===== config.mk =====
export PLATFORM = sky130hd
export DESIGN_NAME = dll_code_ctrl
export DESIGN_NICKNAME = d
export VERILOG_FILES = /design/src/rtl/dllc_pkg.sv /design/src/rtl/dllc_tick.sv /design/src/rtl/dllc_therm.sv /design/src/rtl/dllc_seq.sv /design/src/rtl/dll_code_ctrl.sv
export SDC_FILE = /design/constraint.sdc
export NUM_CORES = 1
export LEC_CHECK = 0
export BUFFER_PORTS_ARGS = -buffer_cell sky130_fd_sc_hd__buf_4
export CELL_PAD_IN_SITES_DETAIL_PLACEMENT = 2
export CELL_PAD_IN_SITES_GLOBAL_PLACEMENT = 2
export CORE_UTILIZATION = 23
export CTS_BUF_LIST = sky130_fd_sc_hd__clkbuf_8
export CTS_CLUSTER_SIZE = 12
export DETAILED_ROUTE_END_ITERATION = 8
export PLACE_DENSITY_LB_ADDON = 0.25
export SLEW_MARGIN = 40
export SYNTH_ARGS = -nofsm -noshare
export SYNTH_HDL_FRONTEND = slang
export SYNTH_SLANG_ARGS = --single-unit

===== constraint.sdc =====
create_clock -name clk -period 3.5 [get_ports clk]
set_clock_uncertainty 0.1 [all_clocks]
set_input_delay 0 -clock clk [delete_from_list [all_inputs] [get_ports clk]]
set_output_delay 0 -clock clk [all_outputs]
set_load 0.01 [all_outputs]

===== src/rtl/dllc_pkg.sv =====
package dllc_pkg;
  typedef enum logic [1:0] {
    MD_IVL = 2'd0,
    MD_SAR = 2'd1,
    MD_TRK = 2'd2
  } dllc_mode_e;
endpackage


===== src/rtl/dllc_tick.sv =====
// Update strobe: one pulse per period, period chosen by the current phase.
module dllc_tick #(
  parameter int IVL_DIV = 4,
  parameter int SAR_DIV = 8,
  parameter int TRK_DIV = 8,
  localparam int MAX_DIV = (IVL_DIV > SAR_DIV) ? ((IVL_DIV > TRK_DIV) ? IVL_DIV : TRK_DIV)
                                               : ((SAR_DIV > TRK_DIV) ? SAR_DIV : TRK_DIV),
  localparam int DIV_W = (MAX_DIV > 1) ? $clog2(MAX_DIV) : 1
) (
  input  logic                 clk,
  input  logic                 rst_n,
  input  dllc_pkg::dllc_mode_e mode_i,
  output logic                 tick_o
);
  import dllc_pkg::*;

  logic [DIV_W-1:0] div_q;
  logic [DIV_W-1:0] last_w;

  always_comb begin
    unique case (mode_i)
      MD_IVL:  last_w = DIV_W'(IVL_DIV - 1);
      MD_SAR:  last_w = DIV_W'(SAR_DIV - 1);
      default: last_w = DIV_W'(TRK_DIV - 1);
    endcase
  end

  assign tick_o = (div_q == last_w);

  always_ff @(posedge clk or negedge rst_n) begin
    if (!rst_n)      div_q <= '0;
    else if (tick_o) div_q <= '0;
    else             div_q <= div_q + 1'b1;
  end

  // search strobes are never back to back
  a_r6_sar_gap: assert property (@(posedge clk) disable iff (!rst_n)
    (mode_i == MD_SAR && tick_o) |=> !tick_o);
endmodule


===== src/rtl/dllc_therm.sv =====
// Binary to thermometer expansion with complement.
module dllc_therm #(
  parameter int IN_W = 5,
  localparam int OUT_W = 1 << IN_W
) (
  input  logic [IN_W-1:0]  val_i,
  output logic [OUT_W-1:0] therm_o,
  output logic [OUT_W-1:0] therm_n_o
);
  for (genvar i = 0; i < OUT_W; i++) begin : g_bit
    assign therm_o[i]   = (val_i > IN_W'(i));
    assign therm_n_o[i] = ~therm_o[i];
  end
endmodule


===== src/rtl/dllc_seq.sv =====
// Three-phase code sequencer: interval stepping, binary search, tracking.
module dllc_seq #(
  parameter int CODE_W   = 10,
  parameter int IVL_BITS = 3,
  localparam int SRCH_W  = CODE_W - IVL_BITS,
  localparam int SB_W    = $clog2(SRCH_W)
) (
  input  logic                 clk,
  input  logic                 rst_n,
  input  logic                 tick_i,
  input  logic                 cmp_i,
  output logic [CODE_W-1:0]    code_o,
  output dllc_pkg::dllc_mode_e mode_o,
  output logic                 locked_o
);
  import dllc_pkg::*;

  localparam logic [CODE_W-1:0] FIRST    = CODE_W'(1) << (SRCH_W - 1);
  localparam logic [CODE_W-1:0] IVL_STEP = CODE_W'(1) << SRCH_W;
  localparam logic [CODE_W-1:0] CODE_MAX = '1;

  dllc_mode_e        mode_q, mode_n;
  logic [CODE_W-1:0] code_q, code_n;
  logic [SB_W-1:0]   bit_q, bit_n;
  logic              first_q, first_n;
  logic              locked_q, locked_n;
  logic              top_ivl_w;
  logic [CODE_W-1:0] base_w;

  assign top_ivl_w = &code_q[CODE_W-1 -: IVL_BITS];
  assign base_w    = cmp_i ? code_q : (code_q - IVL_STEP);

  always_comb begin
    mode_n   = mode_q;
    code_n   = code_q;
    bit_n    = bit_q;
    first_n  = first_q;
    locked_n = locked_q;
    if (tick_i) begin
      unique case (mode_q)
        MD_IVL: begin
          if (first_q) begin
            code_n  = IVL_STEP;
            first_n = 1'b0;
          end else if (cmp_i && !top_ivl_w) begin
            code_n = code_q + IVL_STEP;
          end else begin
            mode_n = MD_SAR;
            code_n = base_w | FIRST;
            bit_n  = SB_W'(SRCH_W - 1);
          end
        end
        MD_SAR: begin
          if (!cmp_i) code_n[bit_q] = 1'b0;
          if (bit_q == '0) begin
            mode_n   = MD_TRK;
            locked_n = 1'b1;
          end else begin
            code_n[bit_q - 1'b1] = 1'b1;
            bit_n = bit_q - 1'b1;
          end
        end
        default: begin
          if (cmp_i && code_q != CODE_MAX)  code_n = code_q + 1'b1;
          else if (!cmp_i && code_q != '0)  code_n = code_q - 1'b1;
        end
      endcase
    end
  end

  always_ff @(posedge clk or negedge rst_n) begin
    if (!rst_n) begin
      mode_q   <= MD_IVL;
      code_q   <= FIRST;
      bit_q    <= '0;
      first_q  <= 1'b1;
      locked_q <= 1'b0;
    end else begin
      mode_q   <= mode_n;
      code_q   <= code_n;
      bit_q    <= bit_n;
      first_q  <= first_n;
      locked_q <= locked_n;
    end
  end

  assign code_o   = code_q;
  assign mode_o   = mode_q;
  assign locked_o = locked_q;

  // interval phase keeps the low search bits clear outside the first interval
  a_r4_ivl_low_clear: assert property (@(posedge clk) disable iff (!rst_n)
    (mode_q == MD_IVL) |-> (code_q[SRCH_W-1:0] == '0 || code_q == FIRST));
  // the code moves only on an update strobe
  a_r6_quiet_between: assert property (@(posedge clk) disable iff (!rst_n)
    !tick_i |=> $stable(code_q));
  // lock flag and tracking phase agree
  a_r7_lock_mode: assert property (@(posedge clk) disable iff (!rst_n)
    locked_q |-> (mode_q == MD_TRK));
  // tracking moves by at most one step, no wrap
  a_r8_track_step: assert property (@(posedge clk) disable iff (!rst_n)
    (mode_q == MD_TRK) |=> (code_q == $past(code_q) || 32'(code_q) == 32'($past(code_q)) + 1
                            || 32'(code_q) + 1 == 32'($past(code_q))));
  // tracking is the final phase
  a_r8_track_hold: assert property (@(posedge clk) disable iff (!rst_n)
    (mode_q == MD_TRK) |=> (mode_q == MD_TRK));
  // lock is sticky
  a_r9_lock_sticky: assert property (@(posedge clk) disable iff (!rst_n)
    locked_q |=> locked_q);
endmodule


===== src/rtl/dll_code_ctrl.sv =====
module dll_code_ctrl #(
  parameter int HALF_W   = 5,
  parameter int IVL_BITS = 3,
  parameter int IVL_DIV  = 4,
  parameter int SAR_DIV  = 8,
  parameter int TRK_DIV  = 8,
  localparam int CODE_W  = 2 * HALF_W,
  localparam int THERM_W = 1 << HALF_W
) (
  input  logic               clk,
  input  logic               rst_n,
  input  logic               cmp_i,
  output logic [CODE_W-1:0]  code_o,
  output logic [THERM_W-1:0] crs_therm_o,
  output logic [THERM_W-1:0] crs_therm_n_o,
  output logic [THERM_W-1:0] fin_therm_o,
  output logic [THERM_W-1:0] fin_therm_n_o,
  output logic [1:0]         mode_o,
  output logic               locked_o
);
  import dllc_pkg::*;

  dllc_mode_e        mode_w;
  logic              tick_w;
  logic [CODE_W-1:0] code_w;

  dllc_tick #(.IVL_DIV(IVL_DIV), .SAR_DIV(SAR_DIV), .TRK_DIV(TRK_DIV)) u_tick (
    .clk(clk), .rst_n(rst_n), .mode_i(mode_w), .tick_o(tick_w)
  );

  dllc_seq #(.CODE_W(CODE_W), .IVL_BITS(IVL_BITS)) u_seq (
    .clk(clk), .rst_n(rst_n), .tick_i(tick_w), .cmp_i(cmp_i),
    .code_o(code_w), .mode_o(mode_w), .locked_o(locked_o)
  );

  dllc_therm #(.IN_W(HALF_W)) u_crs (
    .val_i(code_w[CODE_W-1:HALF_W]), .therm_o(crs_therm_o), .therm_n_o(crs_therm_n_o)
  );

  dllc_therm #(.IN_W(HALF_W)) u_fin (
    .val_i(code_w[HALF_W-1:0]), .therm_o(fin_therm_o), .therm_n_o(fin_therm_n_o)
  );

  assign code_o = code_w;
  assign mode_o = mode_w;

  // thermometer population matches each code half
  a_r2_coarse_count: assert property (@(posedge clk) disable iff (!rst_n)
    $countones(crs_therm_o) == int'(code_w[CODE_W-1:HALF_W]));
  a_r2_fine_count: assert property (@(posedge clk) disable iff (!rst_n)
    $countones(fin_therm_o) == int'(code_w[HALF_W-1:0]));
  a_r2_compl: assert property (@(posedge clk) disable iff (!rst_n)
    (crs_therm_n_o == ~crs_therm_o) && (fin_therm_n_o == ~fin_therm_o));
endmodule


==> flow_summary.toml, run 1 <==
[timing]
drv_slew = 0
maxClockFrequency_ghz = 0.310
finalWorstSetupSlack_ps = 270
final_min_period_over_clock_period_pct = 92.3
grt_setup_unrepaired = "false"
tightest_slew_ps = 590
relative_max_transition_margin_pct = 60.4
period_minus_slack_ps = 3230
final-hold-violation-count = 0
finalSetupViolations = 0
totalNegativeSetupSlack_ps = 0

[logic_synthesis]
syn-num-nets = 404
ys_async_sr_fraction_pct = 100
synth_warnings = 0
synth.avg_cell_area_um2 = 6.78
synthSimpleGateAreaFrac_pct = 26.1
post_synth_instance_area_um2 = 2590
synthCells = 382
synth_edf_count = 0
post_synth_xor_area_fraction_pct = 3.72
synthAdderAreaFrac_pct = 9.46
largest_family_of_logic_cells_by_synthesized_area = "simple AND/OR/NAND/NOR gates"
synth_largest_area_cell = "dfrtp_1"
yosys.area.top_type_share_pct = 17.4
synth.area.mux_share_pct = 0.773
yosys_most_used_dff = "dfrtp_1"
ys_seq_elements = 20
synth_sequential_area_ratio_pct = 19.4
synth-compound-area-share_pct = 24.1
post_synth_num_cell_types = 61
yosys-top-cells-area = "dfrtp_1 17%, inv_1 11%, ha_1 8.7%, a21oi_1 5.4%, nand2_1 5.1%"

[placed_design]
finalWeightedCongestion = 0.776
placement.setup.worst_slack_ps = 306
port_buffers = 141
placed_cells = 649
dp_hpwl_um = 8600

[setup_path]
destination_of_the_critical_timing_path = "u_seq.code_o[9]"
worst_path_max_delay_cell = "dfstp_2"
source_of_the_worst_register_to_register_timing_path = "u_seq.code_o[6]"
rr_endpoint = "u_seq.code_o[9]"
worst_r2r_path_depth = 10
slowest_delay_ps = 540
worstPathArrival_ps = 3320
required_ps = 3590
path_class = "reg -> reg"
worst_setup_path_startpoint = "u_seq.code_o[6]"
timing.critical_path.from_type = "flip-flop"
critical_path_cell_sequence = "nand2_1 > o41ai_4 > buf_4 > ha_1 > a21oi_1 > o211ai_1 > a311o_1 > a32oi_1 > nor3b_1 > a211oi_2"
worstPathMaxFanout = 7
ff2ff_setup_slack_ps = 270
crit_path_end_kind = "flip-flop"

[clock_network]
cts.repair.resized = 0
cts_sinks = 20
cts.root.buffer_cell = "clkbuf_8"
numCtsBuffers = 3
tritoncts_clock_tree = "built"
clock_latency_of_the_later_clocked_register_in_the_worst_skew_pair_ps = 270
clkTransAtPathRegs_ps = 90
cts-htree-levels = 1
cts-root-to-sink-buffers = 2

[flow_run]
cap_violations = 0

[power]
power_density_nw_per_um2 = 1070
switching_share_pct = 52.2
worst_ir_drop_vdd_v = 0.000335
netSwitchingPower_mw = 2.16
p_total_mw = 4.14
internal_power_mw = 1.98
clkPwrFrac_pct = 5.8
power.share.sequential_pct = 10.3
total_leakage_power_nw = 2.12
share_comb_of_total_power_pct = 83.9

[worst_hold_path]
hold_crit_class = "in -> async"

[cells_and_area]
n_antenna_cell = 0
area_growth_pct = 48.9
multi_input_area_um2 = 1670
fillCellCount = 1316
final_nets = 537
drive_above_1_share_pct = 34.0
stdcell_count = 654
ff_latch_area_um2 = 503

[die]
core_region_area_um2 = 10900
initial_core_util_pct = 23.8
die_h_um = 108
top_level_ports = 144
site_row_count = 38
die_area_um2 = 11700
die_w_um = 108

[route]
drt_iter0_drcs = 78
drt-pass1-iter-count = 4
post_drt_via_cell_ratio = 4.72
wire_per_inst_um = 16.1
number_of_antenna_violating_nets_in_the_routed_design = 0
wl_um = 10500
drcViolationCount = 0
via_count = 3089

[global_route]
grt_pass1_wl_um = 16800
pin_count_of_the_biggest_net_entering_global_routing = 33
antenna_violations_before_repair = 0
grt_overflow = 0
groute.usage.overall_pct = 17.8
first_global_vias = 3287

[run_status]
run_status = "finished, final reports clean"
## cells in the final DEF (no fill, tap or decap), drive strengths merged, types with 4 or more instances in the layout
cell and instances:
a31oi 10, dfrtp 18, ha 18, a21oi 28, inv 75, xnor2 7, o21ai 28, and2 5
nand2 35, buf 153, nor2 36, nor3 7, nand3 11, a21o 4, a32oi 4, or3 8
xor2 4, nor2b 6, nand2b 8
## power groups by stage
stage | Combinational [mW] | Clock [mW] | Sequential [mW]
finish | 3.47 | 0.240 | 0.425
global route | 3.83 | 0.254 | 0.443
CTS | 3.53 | 0.248 | 0.426
detailed placement | 3.52 | 0 | 0.432
global placement | 3.40 | 0 | 0.422
floorplan | 1.86 | 0 | 0.461
## synthesized netlist by cell type (3+ instances only)
| cell type | count |
|---|---|
| nor2b_1 | 6 |
| or3_1 | 7 |
| buf_2 | 5 |
| nor3_1 | 7 |
| nor2_1 | 34 |
| buf_4 | 3 |
| clkbuf_1 | 13 |
| ha_1 | 18 |
| o21ai_0 | 23 |
| a21oi_1 | 28 |
| buf_6 | 3 |
| inv_1 | 73 |
| nand2_1 | 35 |
| a21o_1 | 4 |
| a31oi_1 | 10 |
| dfrtp_1 | 18 |
| a32oi_1 | 4 |
| xor2_1 | 4 |
| nand2b_1 | 8 |
| o21ai_1 | 4 |
| xnor2_1 | 7 |
| and2_1 | 5 |
| nand3_1 | 10 |
## critical path: cells and delay by family, from the launching register on
family | cells | cell delay, ps
buffers and inverters | 1 | 230
AO/OA/AOI/OAI | 6 | 1700
AND/OR/NAND/NOR | 2 | 290
flip-flops | 1 | 540
adder cells (fa/ha/maj) | 1 | 280
## sequential cells by signal, summed over array words and instances, names as in the netlist
| name | flops |
|---|---|
| u_seq.first_q | 1 |
| u_tick.div_q | 3 |
| u_seq.locked_o | 1 |
| u_seq.code_o | 10 |
| u_seq.mode_o | 2 |
| u_seq.bit_q | 3 |
## cell families after synthesis
logic type,count (synthesis)
AO/OA/AOI/OAI,97
XOR/XNOR,11
other,2
AND/OR/NAND/NOR,130
multiplexers,2
adder cells (fa/ha/maj),19
flip-flops,20
buffers and inverters,101
## timing repair
item	CTS	global route
buffers inserted	0	0
hold buffers	1	0
endpoints found under the hold margin	20	0
## layout make-up
cell class              count  share of cell area, %
repair buffers            154                   30.0
multi-input cells         261                   43.3
inverters                  75                   7.30
clock buffers               3                   1.07
flip-flops and latches     20                   13.0
well taps                 140                   4.54
clock inverters             1                  0.778
## routing by layer
metal | global-route usage (%) | vias up | routed length (µm)
li1 | - | 1518 | -
met1 | 22.6 | 1508 | 4690
met2 | 32.8 | 61 | 5400
met3 | 2.05 | 2 | 412
met4 | 1.86 | 0 | 16
met5 | 0 | - | 0
## how the worst min path moves through the flow
stage,endpoint,slack [ps],cells past startpoint
after floorplan,u_seq.bit_q[0],-400,0
after global placement,u_tick.div_q[0],-200,1
after detailed placement,u_tick.div_q[1],-190,1
after CTS,u_tick.div_q[1],50,2
after global routing,u_tick.div_q[2],70,2
final,u_tick.div_q[1],50,2
## per-stage QoR
step,hold slack [ps],cell area (µm²),util (%)
finish,48.0,3860,35.4
global route,70.6,3860,35.4
CTS,52.4,3860,35.4
detailed placement,-194,3780,34.7
global placement,-201,3780,34.7
floorplan,-396,2590,-
No activity file was read; power rests on OpenSTA's default activity.
==> run 2, diff against run 1 <==
--- a/config.mk
+++ b/config.mk
@@ -5,13 +5,13 @@
 export SDC_FILE = /design/constraint.sdc
 export NUM_CORES = 1
 export LEC_CHECK = 0
-export BUFFER_PORTS_ARGS = -buffer_cell sky130_fd_sc_hd__buf_4
 export CELL_PAD_IN_SITES_DETAIL_PLACEMENT = 2
 export CELL_PAD_IN_SITES_GLOBAL_PLACEMENT = 2
-export CORE_UTILIZATION = 23
+export CORE_UTILIZATION = 33
 export CTS_BUF_LIST = sky130_fd_sc_hd__clkbuf_8
 export CTS_CLUSTER_SIZE = 12
 export DETAILED_ROUTE_END_ITERATION = 8
+export DONT_BUFFER_PORTS = 1
 export PLACE_DENSITY_LB_ADDON = 0.25
 export SLEW_MARGIN = 40
 export SYNTH_ARGS = -nofsm -noshare
==> run 2 against run 1 <==
Net effect: wire length down 16%; first-iteration DRC count increased by 13%; global-route usage up 3.7 points; worst hold slack got worse by 11 ps; clock-buffer cell count is the same; final area shrank 29%; setup slack improved by 60 ps; non-clock buffer count decreased by 140; largest cell class unchanged.
==> flow_summary.toml, run 2 (same netlist as run 1, synthesis figures left out) <==
[timing]
tightest_slew_ps = 773
finalSetupViolations = 0
grt_setup_unrepaired = "false"
totalNegativeSetupSlack_ps = 0
drv_slew = 0
maxClockFrequency_ghz = 0.315
relative_max_transition_margin_pct = 48.5
final_min_period_over_clock_period_pct = 90.6
period_minus_slack_ps = 3170
final-hold-violation-count = 0

[route]
wl_um = 8840
wire_per_inst_um = 18.7
drcViolationCount = 0
drt_iter0_drcs = 88
number_of_antenna_violating_nets_in_the_routed_design = 0
drt-pass1-iter-count = 4
via_count = 2597
post_drt_via_cell_ratio = 5.49

[cells_and_area]
fillCellCount = 924
final_common_cell = "inv_1"
area_growth_pct = 6.37
ff_latch_area_um2 = 503
layout_common_cells = "73 x inv_1, 35 x nand2_1, 34 x nor2_1"
final_nets = 397
n_antenna_cell = 0
drive_above_1_share_pct = 9.09
multi_input_area_um2 = 1670
post-route-cell-area_um2 = 2760
largest_register_ff_count = 10

[global_route]
grt_overflow = 0
antenna_violations_before_repair = 0
groute.usage.overall_pct = 21.4
first_global_vias = 2716
grt_pass1_wl_um = 14300
pin_count_of_the_biggest_net_entering_global_routing = 33

[clock_network]
cts-root-to-sink-buffers = 2
post_cts.repair.setup_buffers = 0
cts.repair.resized = 0
numCtsBuffers = 3
cts_sinks = 20
clkTransAtPathRegs_ps = 90
tritoncts_clock_tree = "built"
clock_latency_of_the_later_clocked_register_in_the_worst_skew_pair_ps = 270
cts_hold_buffers = 2
cts-htree-levels = 1
cts.root.buffer_cell = "clkbuf_8"

[setup_path]
crit_path_end_kind = "flip-flop"
worstPathMaxFanout = 7
timing.critical_path.from_type = "flip-flop"
slowest_delay_ps = 540
required_ps = 3590
path_class = "reg -> reg"
critical_path_cell_sequence = "nand2_1 > o41ai_4 > buf_4 > ha_1 > a21oi_1 > o211ai_1 > a311o_1 > a32oi_1 > nor3b_1 > a211oi_2"
worst_path_max_delay_cell = "dfstp_2"
worstPathArrival_ps = 3260

[run_status]
run_status = "finished, final reports clean"

[power]
total_leakage_power_nw = 1.44
worst_ir_drop_vdd_v = 0.000401
power_density_nw_per_um2 = 1120

[placed_design]
dp_hpwl_um = 6890
finalWeightedCongestion = 0.808
port_buffers = 0
placement.cell_area_um2 = 2660

[die]
die_area_um2 = 8210
initial_core_util_pct = 35.0
die_h_um = 90.6
die_w_um = 90.6
core_region_area_um2 = 7410
top_level_ports = 144
site_row_count = 31

[flow_run]
cap_violations = 0

[worst_hold_path]
hold_crit_class = "in -> reg"
-- run 2: changes by cell type in the layout (fill, tap and decap cells not counted), sizes merged --
cell | previous run | this run
dlygate4sd3 | 1 | 2
buf | 153 | 12
-- run 2: final timing paths --
check	endpoint	cells past startpoint	slack, ps	startpoint
worst max-delay path	u_seq.code_o[9]	10	330	u_seq.code_o[6]
worst min-delay path	u_seq.code_o[0]	4	40	cmp_i
max in group asynchronous	u_seq.code_o[6]	2	2790	rst_n
worst min register to register	u_tick.div_q[0]	1	340	u_tick.div_q[0]
min in group asynchronous	u_seq.locked_o	2	150	rst_n
worst max register to register	u_seq.code_o[9]	10	330	u_seq.code_o[6]
-- run 2: area by class of cell --
class                      instances  share of cell area [%]
inverter                          75                    10.2
timing repair buffer              14                    3.90
clock buffer                       3                    1.50
tap                               99                    4.49
sequential                        20                    18.2
multi-input combinational        261                    60.6
clock inverter                     1                    1.09
-- run 2: per-layer routing --
layer / vias up / routed length [µm] / track usage, %
li1: 1238 / - / -
met1: 1276 / 4140 / 28.7
met2: 78 / 4330 / 37.7
met3: 5 / 323 / 2.27
met4: 0 / 43 / 2.82
met5: - / 0 / 0
-- run 2: per-stage QoR --
stage,setup slack [ps],utilization [%],hold WS [ps],std cells,total power [mW]
5_1_grt,81.8,37.2,72.6,473,3.36
3_3_place_gp,542,35.9,-395,466,2.76
3_5_place_dp,353,35.9,-395,466,2.84
4_1_cts,321,37.1,28.9,472,3.10
2_1_floorplan,458,-,-396,382,2.32
6_report,330,37.2,36.7,473,3.08
-- run 2: power breakdown --
group	switching [mW]	leakage [nW]	total, mW	internal (mW)
registers	0.145	0.239	0.467	0.322
clock network	0.0901	0.0357	0.243	0.153
logic	1.70	1.16	2.37	0.670
total	1.93	1.44	3.08	1.14
-- run 2: critical path: cells and delay by family (launching register included) --
kind                       cells  cell delay [ps]
buffers and inverters          1              240
AOI/OAI and AO/OA              6             1650
adders and majority gates      1              290
DFF                            1              540
and+or+nand+nor                2              260
